==> config.mk <==
export PLATFORM = sky130hd
export DESIGN_NAME = dwbg_byte_gate
export DESIGN_NICKNAME = d
export VERILOG_FILES = /design/src/rtl/dwbg_pkg.sv /design/src/rtl/dwbg_lane_ptr.sv /design/src/rtl/dwbg_remain_cnt.sv /design/src/rtl/dwbg_lane_buf.sv /design/src/rtl/dwbg_byte_gate.sv
export SDC_FILE = /design/constraint.sdc
export NUM_CORES = 1
export LEC_CHECK = 0
export BUFFER_PORTS_ARGS = -buffer_cell sky130_fd_sc_hd__clkbuf_2
export CAP_MARGIN = 15
export CELL_PAD_IN_SITES_DETAIL_PLACEMENT = 1
export CELL_PAD_IN_SITES_GLOBAL_PLACEMENT = 1
export CORE_ASPECT_RATIO = 0.75
export CORE_MARGIN = 3
export CORE_UTILIZATION = 36
export DETAILED_ROUTE_END_ITERATION = 12
export PLACE_DENSITY = 0.85
export SETUP_SLACK_MARGIN = 0.3
export SYNTH_ARGS = -nofsm -noshare
export SYNTH_HDL_FRONTEND = slang
export SYNTH_SLANG_ARGS = --single-unit
export TNS_END_PERCENT = 30
==> constraint.sdc <==
create_clock -name clk -period 2.11 [get_ports clk]
set_input_delay 0.422 -clock clk [delete_from_list [all_inputs] [get_ports clk]]
set_output_delay 0.422 -clock clk [all_outputs]
set_load 0.01 [all_outputs]
==> src/rtl/dwbg_pkg.sv <==
package dwbg_pkg;

   // Transfer direction as seen from storage
   typedef enum logic {
      XFER_OUT = 1'b0,   // storage -> device
      XFER_IN  = 1'b1    // device -> storage
   } xfer_dir_e;

endpackage

==> src/rtl/dwbg_lane_ptr.sv <==
module dwbg_lane_ptr #(
   parameter int LANES = 8
) (
   input  logic                     clk,
   input  logic                     rst_n,
   input  logic                     load,
   input  logic [$clog2(LANES)-1:0] addr_lo,
   input  logic                     backward,
   input  logic                     step,
   output logic [$clog2(LANES)-1:0] ptr,
   output logic                     at_edge
);
   localparam int PW = $clog2(LANES);
   localparam logic [PW-1:0] TOP_LANE = PW'(LANES - 1);

   initial begin
      assert (LANES >= 2 && (1 << PW) == LANES)
         else $error("dwbg_lane_ptr: LANES must be a power of two >= 2");
   end

   logic [PW-1:0] ptr_q;
   logic          bwd_q;

   always_ff @(posedge clk or negedge rst_n) begin
      if (!rst_n) begin
         ptr_q <= '0;
         bwd_q <= 1'b0;
      end else if (load) begin
         bwd_q <= backward;
         ptr_q <= backward ? ~addr_lo : addr_lo;
      end else if (step) begin
         ptr_q <= bwd_q ? ptr_q - PW'(1) : ptr_q + PW'(1);
      end
   end

   assign ptr     = ptr_q;
   assign at_edge = bwd_q ? (ptr_q == '0) : (ptr_q == TOP_LANE);

   // after leaving the edge lane the pointer sits on the opposite edge
   AST_PTR_WRAP: assert property (@(posedge clk) disable iff (!rst_n)
      (step && !load && at_edge) |=> (ptr == ($past(bwd_q) ? TOP_LANE : '0)));
endmodule

==> src/rtl/dwbg_remain_cnt.sv <==
module dwbg_remain_cnt #(
   parameter int CNT_W = 16
) (
   input  logic             clk,
   input  logic             rst_n,
   input  logic             load,
   input  logic [CNT_W-1:0] load_val,
   input  logic             dec,
   output logic [CNT_W-1:0] count,
   output logic             is_last,
   output logic             is_zero
);
   initial begin
      assert (CNT_W >= 2) else $error("dwbg_remain_cnt: CNT_W too small");
   end

   logic [CNT_W-1:0] cnt_q;

   always_ff @(posedge clk or negedge rst_n) begin
      if (!rst_n)    cnt_q <= '0;
      else if (load) cnt_q <= load_val;
      else if (dec)  cnt_q <= cnt_q - CNT_W'(1);
   end

   assign count   = cnt_q;
   assign is_last = (cnt_q == CNT_W'(1));
   assign is_zero = (cnt_q == '0);

   AST_NO_UNDERFLOW: assert property (@(posedge clk) disable iff (!rst_n)
      dec |-> !is_zero);
endmodule

==> src/rtl/dwbg_lane_buf.sv <==
module dwbg_lane_buf #(
   parameter int LANES  = 8,
   parameter int BYTE_W = 8
) (
   input  logic                      clk,
   input  logic                      rst_n,
   input  logic                      fill,
   input  logic [LANES*BYTE_W-1:0]   fill_data,
   input  logic                      wr_en,
   input  logic [$clog2(LANES)-1:0]  wr_lane,
   input  logic [BYTE_W-1:0]         wr_byte,
   input  logic [$clog2(LANES)-1:0]  rd_lane,
   output logic [BYTE_W-1:0]         rd_byte,
   output logic [LANES*BYTE_W-1:0]   q
);
   localparam int PW = $clog2(LANES);

   initial begin
      assert (BYTE_W >= 1 && LANES >= 2) else $error("dwbg_lane_buf: bad geometry");
   end

   logic [BYTE_W-1:0] lane_v [LANES];

   // lane 0 is the most significant byte of the doubleword
   for (genvar k = 0; k < LANES; k++) begin : g_lane
      localparam int HI = (LANES - k) * BYTE_W - 1;
      logic [BYTE_W-1:0] byte_q;

      always_ff @(posedge clk or negedge rst_n) begin
         if (!rst_n)                              byte_q <= '0;
         else if (fill)                           byte_q <= fill_data[HI -: BYTE_W];
         else if (wr_en && wr_lane == PW'(k))     byte_q <= wr_byte;
      end

      assign lane_v[k]       = byte_q;
      assign q[HI -: BYTE_W] = byte_q;
   end

   assign rd_byte = lane_v[rd_lane];

   AST_NO_FILL_AND_WRITE: assert property (@(posedge clk) disable iff (!rst_n)
      !(fill && wr_en));
endmodule

==> src/rtl/dwbg_byte_gate.sv <==
module dwbg_byte_gate
   import dwbg_pkg::*;
#(
   parameter int LANES  = 8,
   parameter int BYTE_W = 8,
   parameter int CNT_W  = 16
) (
   input  logic                     clk,
   input  logic                     rst_n,
   input  logic                     start,
   input  logic                     start_dir,
   input  logic                     start_bwd,
   input  logic [$clog2(LANES)-1:0] start_lane,
   input  logic [CNT_W-1:0]         start_count,
   output logic                     fetch_req,
   input  logic                     fetch_ack,
   input  logic [LANES*BYTE_W-1:0]  fetch_data,
   output logic                     store_req,
   input  logic                     store_ack,
   output logic [LANES*BYTE_W-1:0]  store_data,
   output logic [LANES-1:0]         store_mask,
   input  logic                     dev_req,
   output logic                     dev_rdy,
   input  logic [BYTE_W-1:0]        dev_wbyte,
   output logic [BYTE_W-1:0]        dev_rbyte,
   output logic                     count_zero,
   output logic [CNT_W-1:0]         remaining
);
   localparam int PW = $clog2(LANES);
   localparam int DW = LANES * BYTE_W;

   initial begin
      assert ((1 << PW) == LANES && DW <= 1024)
         else $error("dwbg_byte_gate: LANES must be a power of two");
   end

   xfer_dir_e        dir_q;
   logic             act_q, buf_ok_q, st_pend_q, zero_q;
   logic [LANES-1:0] mask_q;

   logic [PW-1:0]    ptr;
   logic             at_edge, cnt_last, cnt_zero;
   logic             start_ok, xfer, fill;
   logic [DW-1:0]    buf_q;

   assign start_ok  = start && !act_q && !st_pend_q;
   assign dev_rdy   = act_q && ((dir_q == XFER_IN) ? !st_pend_q : buf_ok_q);
   assign xfer      = dev_req && dev_rdy;
   assign fetch_req = act_q && (dir_q == XFER_OUT) && !buf_ok_q;
   assign fill      = fetch_req && fetch_ack;

   dwbg_lane_ptr #(.LANES(LANES)) u_ptr (
      .clk(clk), .rst_n(rst_n), .load(start_ok), .addr_lo(start_lane),
      .backward(start_bwd), .step(xfer), .ptr(ptr), .at_edge(at_edge));

   dwbg_remain_cnt #(.CNT_W(CNT_W)) u_cnt (
      .clk(clk), .rst_n(rst_n), .load(start_ok), .load_val(start_count),
      .dec(xfer), .count(remaining), .is_last(cnt_last), .is_zero(cnt_zero));

   dwbg_lane_buf #(.LANES(LANES), .BYTE_W(BYTE_W)) u_buf (
      .clk(clk), .rst_n(rst_n), .fill(fill), .fill_data(fetch_data),
      .wr_en(xfer && dir_q == XFER_IN), .wr_lane(ptr), .wr_byte(dev_wbyte),
      .rd_lane(ptr), .rd_byte(dev_rbyte), .q(buf_q));

   always_ff @(posedge clk or negedge rst_n) begin
      if (!rst_n) begin
         act_q     <= 1'b0;
         dir_q     <= XFER_OUT;
         buf_ok_q  <= 1'b0;
         st_pend_q <= 1'b0;
         zero_q    <= 1'b0;
         mask_q    <= '0;
      end else if (start_ok) begin
         act_q    <= (start_count != '0);
         dir_q    <= xfer_dir_e'(start_dir);
         buf_ok_q <= 1'b0;
         zero_q   <= (start_count == '0);
         mask_q   <= '0;
      end else begin
         if (fill) buf_ok_q <= 1'b1;
         if (xfer) begin
            if (cnt_last) begin
               act_q  <= 1'b0;
               zero_q <= 1'b1;
            end
            if (dir_q == XFER_OUT && at_edge) buf_ok_q <= 1'b0;
            if (dir_q == XFER_IN) begin
               mask_q[ptr] <= 1'b1;
               if (at_edge || cnt_last) st_pend_q <= 1'b1;
            end
         end
         if (st_pend_q && store_ack) begin
            st_pend_q <= 1'b0;
            mask_q    <= '0;
         end
      end
   end

   assign store_req  = st_pend_q;
   assign store_data = buf_q;
   assign store_mask = mask_q;
   assign count_zero = zero_q;

   AST_FETCH_HELD: assert property (@(posedge clk) disable iff (!rst_n)
      (fetch_req && !fetch_ack) |=> fetch_req);
   AST_NOT_READY_IN_FETCH: assert property (@(posedge clk) disable iff (!rst_n)
      fetch_req |-> !dev_rdy);
   AST_STORE_HELD: assert property (@(posedge clk) disable iff (!rst_n)
      (store_req && !store_ack) |=> (store_req && $stable(store_data) && $stable(store_mask)));
   AST_ZERO_QUIET: assert property (@(posedge clk) disable iff (!rst_n)
      count_zero |-> (!dev_rdy && !fetch_req && cnt_zero));
   AST_STORE_HAS_LANES: assert property (@(posedge clk) disable iff (!rst_n)
      store_req |-> (store_mask != '0));
   AST_LAST_BYTE_STOPS: assert property (@(posedge clk) disable iff (!rst_n)
      (xfer && remaining == CNT_W'(1)) |=> count_zero);
endmodule

## Word level (Yosys, flattened, before mapping)

Cells that the tools add are included.

- Register bits: 97
- Bits in latches: 0
- Memory bits (writable): 0
- Bits in read-only memories: 0
- Output and inout bits: 100
- Logic and storage cells: 127
- Memories: 0

- Add/sub/neg operators: 3
- $mul: 0
- Divide/modulo/power cells: 0
- Magnitude comparators: 3
- Equality and inequality tests: 8
- Shift operators: 0
- Multiplexer cells: 47
- Bitwise operators: 5
- Reductions and logical operators: 44

Operators with widths:

| cell | count |
|---|---|
| $mux 8 | 22 |
| $mux 16 | 2 |
| $reduce_bool 2->1 | 13 |
| $bmux 8 s3 | 1 |
| $logic_and 1x1->1 | 19 |
| $mux 1 | 17 |
| $eq 16x1->1 const B | 1 |
| $logic_not 16->1 | 1 |
| $reduce_bool 16->1 | 1 |
| $sub 16x1->16 const B | 1 |
| $eq 3x3->1 const B | 4 |
| $mux 3 | 4 |
| $or 8x8->8 | 1 |
| $eq 3x2->1 const B | 2 |
| $reduce_bool 3->1 | 2 |
| $ge 4x4->1 const B | 1 |
| $lt 3x4->1 const B | 1 |
| $not 3->4 | 1 |
| $reduce_and 2->1 | 2 |
| $reduce_and 4->1 | 1 |
| $add 3x1->3 const B | 1 |
| $demux 1 s3 | 1 |
| $eq 3x1->1 const B | 1 |
| $ge 3x1->1 const B | 1 |
| 6 further kinds | 9 |

## Logic depth before layout (Yosys ltp)

Gate-level depths: netlist of run 1.

- Depth after elaboration: 9
- Gate-level depth with buffers: 8
- Mapped depth without buffers: 6

## Cells and area by module

Synthesis of run 1 repeated with hierarchy kept, for this count alone.

- Cells, all modules: 515
- Area total of the unflattened synthesis: 5434.0 um^2

By module, submodules not included:

| module | times used | cells each | area an instance (um^2) |
|---|---|---|---|
| dwbg_lane_buf | 1 | 322 | 3544.6 |
| dwbg_remain_cnt | 1 | 100 | 950.9 |
| dwbg_byte_gate | 1 | 63 | 669.4 |
| dwbg_lane_ptr | 1 | 30 | 269.0 |

## Least setup slack after synthesis of run 1

Ideal clock, no wire load.

- Kind: flip-flop to output port
- Start point: register u_ptr.ptr_q[0] (netlist: u_ptr.ptr[0])
- End point: output dev_rbyte[0]
- Arrival: 1.458 ns
- Required time: 1.688 ns
- Slack: 0.230 ns
- Stages on the path, launching flop included: 6
- Buffers on the path: 1
- Path through: dfrtp_1 buf_2 inv_1 nor2_1 a21oi_1 o221ai_1

- Word-level cells in the longest chain between the ends: 4

RTL lines:

| what | RTL line | text |
|---|---|---|
| start, declared | dwbg_lane_ptr.sv:21 | `logic [PW-1:0] ptr_q;` |
| start signal, assigned | dwbg_lane_ptr.sv:30 | `ptr_q <= backward ? ~addr_lo : addr_lo;` |
| start signal, assigned | dwbg_lane_ptr.sv:32 | `ptr_q <= bwd_q ? ptr_q - PW'(1) : ptr_q + PW'(1);` |
| $not 3->4 (implied by the code) | dwbg_lane_buf.sv:39 | `assign rd_byte = lane_v[rd_lane];` |
| $bmux 8 s3 | dwbg_lane_buf.sv:39 |  |
| $mux 8 (implied by the code) (2 in a row) | dwbg_lane_buf.sv:39 |  |
| end, declared | dwbg_byte_gate.sv:25 | `output logic [BYTE_W-1:0] dev_rbyte,` |

No other way between the ends. The select of a mux whose other input is x is not followed.

## Worst setup path after layout of run 1

- Start point: register u_ptr.ptr_q[0] (netlist: u_ptr.ptr[0])
- End point: output dev_rbyte[4]

The elaborated chain is that of the path after synthesis.

==> flow_metrics.tcl, run 1 <==
set metrics [dict create \
    initial_core_util_pct 37.7 \
    clock.fmax_ghz 0.428 \
    clk_path_buf_depth 2 \
    numPlacedInstances 966 \
    layout_commonest_cell "sky130_fd_sc_hd__clkbuf_2" \
    place_area_um2 6550 \
    switching_share_pct 47.9 \
    r2r_slack_ps 70 \
    cts.reportedPaths.clkPinSlew_ps 70 \
    avgViaCountPerCell 5.93 \
    total_congestion_overflow 0 \
    die_x_um 146 \
    post_synthesis_share_of_cell_area_spent_on_and_or_nand_and_nor_gates_pct 17.1 \
    worstSetupEndpointType "primary output" \
    timing.clock.skew_ps 9.26 \
    synthDistinctLibCells 64 \
    final_max_slew_viol_count 0 \
    start_kind "register" \
    period_utilization_post_route_pct 111 \
    preCtsSetupSlack_ps -64.9 \
    seq_power_share_pct 29.7 \
    seq_area_frac_synth_pct 45.7 \
    row_count 37 \
    worst_slew_margin_rel_pct 65.3 \
    violations "negative setup slack" \
    count_of_yosys_warnings_during_synthesis 0 \
    use_met2_pct 44.3 \
    p_switching_uw 6250 \
    global_placer_s_final_weighted_congestion 0.931 \
    grt_first_pass_wirelength_um 35300 \
    holdWs_ps 0.558 \
    worstMarginPinSlew_ps 521 \
    instances_no_fill 1007 \
    design.portCount 199 \
    yosys.area_share.xor_xnor_pct 0.825 \
    drtIter0Drc 499 \
    power_frac_clock_pct 13.1 \
    synth.ff_latch_count 97 \
    postLayoutSetupSlackWorst_ps -226 \
    leakagePower_uw 0.00364 \
    cts-hold-fix-buffers 0 \
    antenna_violations_before_repair 0 \
    combinationalPowerShare_pct 57.2 \
    n_fill_cell 1688 \
    number_of_enable_type_register_cells_in_the_synthesized_netlist 0 \
    dp.final_hpwl_um 16500 \
    async_set_reset_flop_share_out_of_synthesis_pct 100 \
    routedWlPerCell_um 24.6 \
    drive_gt1_share_pct 44.5 \
    synth_fp_nets 695 \
    syn_area_per_cell_um2 9.04 \
    critPathRequiredTime_ps 1690 \
    chip_height_um 111 \
    drv_cap 0 \
    run_status "finished, violations left" \
    cts_inserted_buffers 9 \
    portBuffers 198 \
    hold_path_class "input port to async pin" \
    layout.cells.most_common_list "195 x sky130_fd_sc_hd__clkbuf_2, 97 x sky130_fd_sc_hd__nand2_1, 88 x sky130_fd_sc_hd__dfrtp_1" \
    pwr_density_cell_nw_per_um2 1710 \
    final_period_minus_worst_setup_slack_ps 2340 \
    largest_net_degree_at_the_start_of_global_routing 56 \
    clock-root-buffer "sky130_fd_sc_hd__clkbuf_16" \
    worstSkewPairLatency_ps 340 \
    cts_tree "built" \
    synth_mux_area_share_pct 4.97 \
    synthToLayoutAreaGrowth_pct 43.6 \
    remaining_drc_errors 0 \
    postSynth.topFlopCell "sky130_fd_sc_hd__dfrtp_1" \
    vias 5973 \
    antenna_left 0 \
    compound_gate_fraction_of_synth_area_pct 23.8 \
    critical_register_to_register_path_startpoint "u_ptr.ptr[0]" \
    power_report.internal_total_uw 6800 \
    setup-violations-final 8 \
    firstDrtPassIters 5 \
    diodes 0 \
    clkSinkCount 97 \
    first_global_vias 6066 \
    gr-usage-met3_pct 4.78 \
    globalRouteMet1Util_pct 38.8 \
    finalNetCount 915 \
    crit_arrival_ps 1910 \
    combined_area_of_all_synthesized_cells_um2 5310 \
    cell_area_after_layout_um2 7620 \
    post_synth_inst_count 587 \
    worstPathMaxFanout 6 \
    synth_top_family_by_area "compound AO/OA/AOI/OAI gates" \
    totalWireLength_um 24800 \
    design.die.area_um2 16300 \
    placeableCoreArea_um2 14100 \
    rsz_0062_raised_after_global_routing "yes" \
    post_synth_fa_ha_maj_area_fraction_pct 2.12 \
    worst_ir_drop_vdd_v 0.000618 \
    reg_to_reg_end "u_buf.g_lane[0].byte_q[6]" \
    number_of_h_tree_levels 3 \
    global_routing_s_busiest_layer "met2" \
    grtUsageTotal_pct 27.6 \
    rr_worst_depth 8 \
    final_hold_violation_count 0 \
    path_class "register to primary output" \
]
-- synth_stat cells, types with 9 or more instances --
cell type / number / share of area, %
sky130_fd_sc_hd__buf_2: 14 / 1.3
sky130_fd_sc_hd__clkbuf_1: 16 / 1.1
sky130_fd_sc_hd__ha_1: 9 / 2.1
sky130_fd_sc_hd__o21ai_1: 9 / 0.85
sky130_fd_sc_hd__buf_6: 9 / 1.9
sky130_fd_sc_hd__nand3_1: 11 / 1.0
sky130_fd_sc_hd__mux2i_1: 14 / 2.6
sky130_fd_sc_hd__dfrtp_1: 97 / 46
sky130_fd_sc_hd__nand2_1: 98 / 6.9
sky130_fd_sc_hd__nor2_1: 35 / 2.5
sky130_fd_sc_hd__nor2b_1: 9 / 1.1
sky130_fd_sc_hd__o21ai_0: 61 / 5.8
sky130_fd_sc_hd__a21oi_1: 84 / 7.9
-- power by group through the flow --
| stage | sequential [uW] | combinational [uW] | clock, uW |
|---|---|---|---|
| after CTS | 3760 | 6490 | 1730 |
| after floorplan | 3750 | 3130 | 0 |
| final | 3870 | 7460 | 1710 |
| after detailed placement | 3720 | 5780 | 0 |
| after global routing | 3980 | 7950 | 1790 |
| after global placement | 3630 | 5540 | 0 |
-- sequential cells by signal, summed over array words and instances (netlist names) --
name                 flops
u_buf.g_lane.byte_q     64
u_cnt.count             16
store_mask               8
u_ptr.ptr                3
act_q                    1
buf_ok_q                 1
count_zero               1
dir_q                    1
store_req                1
u_ptr.bwd_q              1
-- cell type report --
type | instances | area (um^2) | area share [%]
clock inverters | 6 | 65.1 | 0.853
repair buffers | 251 | 1640 | 21.5
flip-flops and latches | 97 | 2440 | 32.0
inverters | 9 | 40.0 | 0.525
multi-input cells | 439 | 2960 | 38.8
well taps | 195 | 244 | 3.20
clock buffers | 10 | 239 | 3.13
-- repair_timing --
action                                  4_1_cts  5_1_grt
endpoints found under the setup margin       75       78
cloned                                        1        4
pin swaps                                    15       16
hold endpoints to repair                      0        0
resized for setup                            60       61
buffers inserted                             10       10
-- layer usage --
layer,routed length (um),vias to the layer above
met1,10400,3021
met4,748,0
li1,-,2556
met5,0,-
met3,1880,66
met2,11800,330
-- cells by family after synthesis --
| group | Yosys count |
|---|---|
| buffers and inverters | 51 |
| XOR/XNOR | 5 |
| AO/OA/AOI/OAI | 209 |
| flip-flops | 97 |
| multiplexers | 23 |
| adder cells (fa/ha/maj) | 9 |
| AND/OR/NAND/NOR | 193 |
-- metrics by stage --
| step | power, uW | util [%] | setup TNS [ps] |
|---|---|---|---|
| 2_1_floorplan | 6880 | - | 0 |
| 3_3_place_gp | 9180 | 46.5 | 0 |
| 3_5_place_dp | 9510 | 46.5 | -139 |
| 4_1_cts | 12000 | 51.4 | -685 |
| 5_1_grt | 13700 | 54.2 | -1490 |
| 6_report | 13000 | 54.2 | -1200 |
-- worst max-delay path, stage by stage, from the launching register on --
cell	delay, ps
sky130_fd_sc_hd__dfrtp_2	490
sky130_fd_sc_hd__buf_8	180
sky130_fd_sc_hd__mux2i_4	270
sky130_fd_sc_hd__nor2_2	80
sky130_fd_sc_hd__a21oi_2	250
sky130_fd_sc_hd__o221ai_2	150
sky130_fd_sc_hd__clkbuf_2	150
-- worst max path at each step --
stage,start,to,slack (ps),cells after the start
5_1_grt,u_ptr.ptr[0],dev_rbyte[4],-240,6
4_1_cts,u_ptr.ptr[0],dev_rbyte[4],-110,6
3_3_place_gp,dev_req,u_buf.g_lane[0].byte_q[5],90,4
2_1_floorplan,u_ptr.ptr[0],dev_rbyte[0],320,5
3_5_place_dp,dev_req,u_buf.g_lane[0].byte_q[1],-60,4
6_report,u_ptr.ptr[0],dev_rbyte[4],-230,6
(Power assumes the default switching activity.)
==> run 2: changes to the inputs <==
Settings changed: CELL_PAD_IN_SITES_DETAIL_PLACEMENT 1 to 0.
==> flow_metrics.tcl, run 2 (same netlist as run 1, synthesis figures left out) <==
set metrics [dict create \
    cts-hold-fix-buffers 0 \
    seq_power_share_pct 30.3 \
    cts.reportedPaths.clkPinSlew_ps 70 \
    power_frac_clock_pct 13.0 \
    hold_path_class "input port to async pin" \
    timing.setup.tns_ps -751 \
    postLayoutSetupSlackWorst_ps -123 \
    layout_commonest_cell "sky130_fd_sc_hd__clkbuf_2" \
    clkSinkCount 97 \
    total_power_uw 12400 \
    r2r_slack_ps 290 \
    final_hold_violation_count 4 \
    vias 5564 \
    numPlacedInstances 966 \
    combinationalPowerShare_pct 56.7 \
    synthToLayoutAreaGrowth_pct 42.8 \
    rsz_0062_raised_after_global_routing "yes" \
    pwr_density_cell_nw_per_um2 1640 \
    design.die.area_um2 16300 \
    dp.final_hpwl_um 14600 \
    total_congestion_overflow 0 \
    remaining_drc_errors 0 \
    grt_first_pass_wirelength_um 30700 \
    drtIter0Drc 447 \
    first_global_vias 5391 \
    firstDrtPassIters 5 \
    crit_arrival_ps 1810 \
    placeableCoreArea_um2 14100 \
    run_status "finished, violations left" \
    antenna_violations_before_repair 0 \
    worstSetupEndpointType "primary output" \
    worstMarginPinSlew_ps 472 \
    instances_no_fill 1012 \
    cts_tree "built" \
    n_fill_cell 1283 \
    cts_inserted_buffers 9 \
    start_kind "register" \
    worstPathMaxFanout 6 \
    reg_to_reg_end "u_cnt.count[8]" \
    clock-root-buffer "sky130_fd_sc_hd__clkbuf_16" \
    chip_height_um 111 \
    worst_slew_margin_rel_pct 68.4 \
    leakagePower_uw 0.00362 \
    clk_path_buf_depth 2 \
    grtUsageTotal_pct 23.8 \
    row_count 37 \
    initial_core_util_pct 37.7 \
    setup-violations-final 8 \
    max_flop_register "u_buf.g_lane.byte_q" \
    final_max_slew_viol_count 0 \
    die_x_um 146 \
    holdWs_ps -3.58 \
    portBuffers 198 \
    antenna_left 0 \
    violations "negative hold slack, negative setup slack" \
    critical_register_to_register_path_startpoint "u_cnt.count[4]" \
    path_class "register to primary output" \
    largest_reg_flops 64 \
    rr_worst_depth 4 \
    switching_share_pct 46.0 \
    finalNetCount 920 \
    layout.cells.most_common_list "193 x sky130_fd_sc_hd__clkbuf_2, 97 x sky130_fd_sc_hd__nand2_1, 89 x sky130_fd_sc_hd__dfrtp_1" \
    worst_ir_drop_vdd_v 0.000640 \
    p_switching_uw 5720 \
    design.portCount 199 \
    global_placer_s_final_weighted_congestion 0.931 \
    number_of_h_tree_levels 3 \
    final_period_minus_worst_setup_slack_ps 2230 \
    largest_net_degree_at_the_start_of_global_routing 56 \
    critPathRequiredTime_ps 1690 \
    worstSkewPairLatency_ps 350 \
    drive_gt1_share_pct 43.7 \
    diodes 0 \
    totalWireLength_um 19900 \
    drv_cap 0 \
    preCtsSetupSlack_ps 23.1 \
    avgViaCountPerCell 5.50 \
    clock.fmax_ghz 0.448 \
    routedWlPerCell_um 19.7 \
    power_report.internal_total_uw 6710 \
    timing.clock.skew_ps 6.03 \
    period_utilization_post_route_pct 106 \
]
-- run 2: changes by cell type in the layout (fill, tap and decap cells not counted), sizes merged --
cell / change
buf: +7
bufbuf: +1
bufinv: -1
clkbuf: -4
clkinv: -1
inv: +2
nor2: +1
-- run 2: power by group through the flow --
stage,Combinational [uW],Clock (uW),Sequential (uW)
5_1_grt,7610,1730,3900
4_1_cts,6460,1640,3700
6_report,7050,1610,3770
2_1_floorplan,3130,0,3750
3_3_place_gp,5540,0,3630
3_5_place_dp,5650,0,3670
-- run 2: critical path, cell delays in order, from the launching register on --
cell and delay, ps:
sky130_fd_sc_hd__dfrtp_2 470, sky130_fd_sc_hd__buf_6 180, sky130_fd_sc_hd__mux2i_2 240, sky130_fd_sc_hd__nor2_1 80, sky130_fd_sc_hd__a21oi_2 200, sky130_fd_sc_hd__o221ai_2 150, sky130_fd_sc_hd__clkbuf_2 150
-- run 2: layer usage --
layer | routed length, um | track usage, % | vias to the layer above
li1 | - | - | 2574
met1 | 9380 | 36.0 | 2722
met2 | 8800 | 35.0 | 242
met3 | 1470 | 4.74 | 26
met4 | 268 | 5.64 | 0
met5 | 0 | 0 | -
-- run 2: worst max path at each step --
stage	startpoint	endpoint
finish	u_ptr.ptr[0]	dev_rbyte[1]
global placement	dev_req	u_buf.g_lane[0].byte_q[5]
global route	u_ptr.ptr[0]	dev_rbyte[1]
CTS	u_ptr.ptr[0]	dev_rbyte[4]
detailed placement	dev_req	u_buf.g_lane[0].byte_q[0]
floorplan	u_ptr.ptr[0]	dev_rbyte[0]
-- run 2: per-stage QoR --
| step | cell area, um^2 | utilization (%) | hold slack (ps) |
|---|---|---|---|
| final | 7580 | 53.9 | -3.58 |
| after global routing | 7580 | 53.9 | 18.4 |
| after CTS | 7270 | 51.7 | 5.49 |
| after detailed placement | 6550 | 46.5 | 382 |
| after global placement | 6550 | 46.5 | 377 |
| after floorplan | 5310 | - | 126 |
-- run 2: area by class of cell --
| type | count | area [um^2] | area share, % |
|---|---|---|---|
| Timing Repair Buffer | 255 | 1640 | 21.7 |
| Multi-Input combinational cell | 440 | 2920 | 38.5 |
| Sequential cell | 97 | 2440 | 32.2 |
| Clock inverter | 6 | 51.3 | 0.677 |
| Tap cell | 195 | 244 | 3.22 |
| Clock buffer | 10 | 239 | 3.15 |
| Inverter | 9 | 43.8 | 0.578 |
-- run 2: what timing repair did --
action                                  in CTS  in global routing
endpoints found under the setup margin      70                 83
pin swaps                                   22                 12
resized for setup                           60                 48
cloned                                       2                  2
setup buffers                               12                 14
==> run 3: changes to the inputs <==
==> constraint.sdc (replaced) <==
create_clock -name clk -period 2.11 [get_ports clk]
set_input_delay 0.422 -clock clk [delete_from_list [all_inputs] [get_ports clk]]
set_output_delay 0.422 -clock clk [all_outputs]
set_load 0.005 [all_outputs]
==> flow_metrics.tcl, run 3 (same netlist as run 1, synthesis figures left out) <==
set metrics [dict create \
    worst_slew_margin_rel_pct 62.7 \
    totalWireLength_um 19700 \
    r2r_slack_ps 210 \
    cp_slowest_cell "sky130_fd_sc_hd__dfrtp_2" \
    power_frac_clock_pct 15.9 \
    global_placer_s_final_weighted_congestion 0.883 \
    finalNetCount 909 \
    worst_ir_drop_vdd_v 0.000558 \
    final_max_slew_viol_count 0 \
    timing.critical_path.cells "buf_12 > mux2i_2 > nor2_1 > a21oi_2 > o221ai_2 > clkbuf_2" \
    clock.fmax_ghz 0.460 \
    path_class "register to primary output" \
    p_switching_uw 5080 \
    critical_register_to_register_path_startpoint "u_cnt.count[3]" \
    design.portCount 199 \
    cts_tree "built" \
    seq_power_share_pct 32.6 \
    worstMarginPinSlew_ps 555 \
    reg_to_reg_end "u_cnt.count[8]" \
    placeableCoreArea_um2 14100 \
    clkSinkCount 97 \
    hold_path_class "input port to async pin" \
    place_area_um2 6620 \
    number_of_h_tree_levels 3 \
    remaining_drc_errors 0 \
    rsz_0062_raised_after_global_routing "yes" \
    max_flop_register "u_buf.g_lane.byte_q" \
    final_hold_violation_count 0 \
    avgViaCountPerCell 5.54 \
    clk_path_buf_depth 2 \
    antenna_left 0 \
    routedWlPerCell_um 19.6 \
    violations "negative setup slack" \
    layout_commonest_cell "sky130_fd_sc_hd__clkbuf_2" \
    setup-violations-final 8 \
    portBuffers 198 \
    layout.cells.most_common_list "197 x sky130_fd_sc_hd__clkbuf_2, 97 x sky130_fd_sc_hd__nand2_1, 90 x sky130_fd_sc_hd__dfrtp_1" \
    preCtsSetupSlack_ps 23.4 \
    power_report.internal_total_uw 6440 \
    die_x_um 146 \
    drtIter0Drc 401 \
    critPathRequiredTime_ps 1690 \
    drive_gt1_share_pct 41.1 \
    design.die.area_um2 16300 \
    worst_path_dominant_cell_family "flip-flops" \
    combinationalPowerShare_pct 51.5 \
    initial_core_util_pct 37.7 \
    rr_worst_depth 4 \
    drv_cap 0 \
    worstSkewPairLatency_ps 350 \
    first_global_vias 5481 \
    n_fill_cell 1348 \
    worstPathMaxFanout 12 \
    period_utilization_post_route_pct 103 \
    worstSetupEndpointType "primary output" \
    switching_share_pct 44.1 \
    synthToLayoutAreaGrowth_pct 36.9 \
    cts-hold-fix-buffers 0 \
    total_power_uw 11500 \
    firstDrtPassIters 7 \
    leakagePower_uw 0.00352 \
    crit_path_max_incr_delay_ps 430 \
    largest_net_degree_at_the_start_of_global_routing 44 \
    total_congestion_overflow 0 \
    vias 5550 \
    chip_height_um 111 \
    grt_first_pass_wirelength_um 30400 \
    clock-root-buffer "sky130_fd_sc_hd__clkbuf_16" \
    cell_area_after_layout_um2 7260 \
    timing.clock.skew_ps 9.31 \
    row_count 37 \
    dp.final_hpwl_um 14600 \
    antenna_violations_before_repair 0 \
    final_period_minus_worst_setup_slack_ps 2170 \
    number_of_buffers_and_inverters_on_the_critical_path 2 \
    start_kind "register" \
    run_status "finished, violations left" \
    cts_inserted_buffers 9 \
    largest_reg_flops 64 \
    grtUsageTotal_pct 23.5 \
    diodes 0 \
    postLayoutSetupSlackWorst_ps -62.8 \
    crit_arrival_ps 1750 \
    pwr_density_cell_nw_per_um2 1580 \
    cts.reportedPaths.clkPinSlew_ps 70 \
]
run 3: changes by cell type in the layout (fill, tap and decap cells not counted), sizes merged, moves of 2 or more:
cell / delta
buf: -13
clkbuf: +4
clkinv: -3
clkinvlp: -2
bufinv: +2
inv: +3
run 3: worst max-delay path by stage:
stage,endpoint,from,slack [ps],cells after the start
after detailed placement,dev_rbyte[1],u_ptr.ptr[0],20,6
after global routing,dev_rbyte[5],u_ptr.ptr[0],-110,5
final,dev_rbyte[1],u_ptr.ptr[0],-60,6
after CTS,dev_rbyte[5],u_ptr.ptr[0],-40,5
after global placement,dev_rbyte[1],u_ptr.ptr[0],50,6
after floorplan,dev_rbyte[0],u_ptr.ptr[0],300,5
run 3: cell type report:
type | instances | area, um^2 | share of cell area, %
inverter | 9 | 35.0 | 0.482
timing repair buffer | 245 | 1420 | 19.6
multi-input combinational | 439 | 2800 | 38.5
clock inverter | 6 | 97.6 | 1.34
clock buffer | 10 | 229 | 3.15
tap | 195 | 244 | 3.36
sequential | 97 | 2440 | 33.5
run 3: worst reg2reg max path, delay by kind of cell, from the launching register on:
kind | cells | cell delay (ps)
DFF | 1 | 450
and+or+nand+nor | 2 | 900
AOI/OAI and AO/OA | 2 | 440
run 3: what timing repair did:
action / in CTS / in global routing
setup buffers: 5 / 2
resized for setup: 38 / 30
pin swaps: 5 / 16
endpoints found under the setup margin: 60 / 73
cloned: 0 / 2
run 3: power groups by stage:
stage / sequential (uW) / clock, uW / combinational [uW]
global route: 3880 / 1920 / 6500
detailed placement: 3680 / 0 / 5310
global placement: 3650 / 0 / 5200
floorplan: 3460 / 0 / 3050
finish: 3760 / 1830 / 5930
CTS: 3700 / 1840 / 5680
run 3: stage by stage:
| stage | utilization, % | hold slack, ps | setup TNS (ps) | instances |
|---|---|---|---|---|
| finish | 51.6 | 31.0 | -336 | 1001 |
| global route | 51.6 | 52.0 | -784 | 1001 |
| CTS | 50.7 | 45.3 | -223 | 997 |
| detailed placement | 47.0 | 420 | 0 | 976 |
| global placement | 47.0 | 408 | 0 | 976 |
| floorplan | - | 126 | 0 | 587 |
run 3: per-layer routing:
layer  vias up  part of all wire [%]  GRT usage, %
li1       2550                     -             -
met1      2717                    46          34.7
met2       256                    45          34.7
met3        27                   7.4          6.13
met4         0                   1.4          5.33
met5         -                     0             0
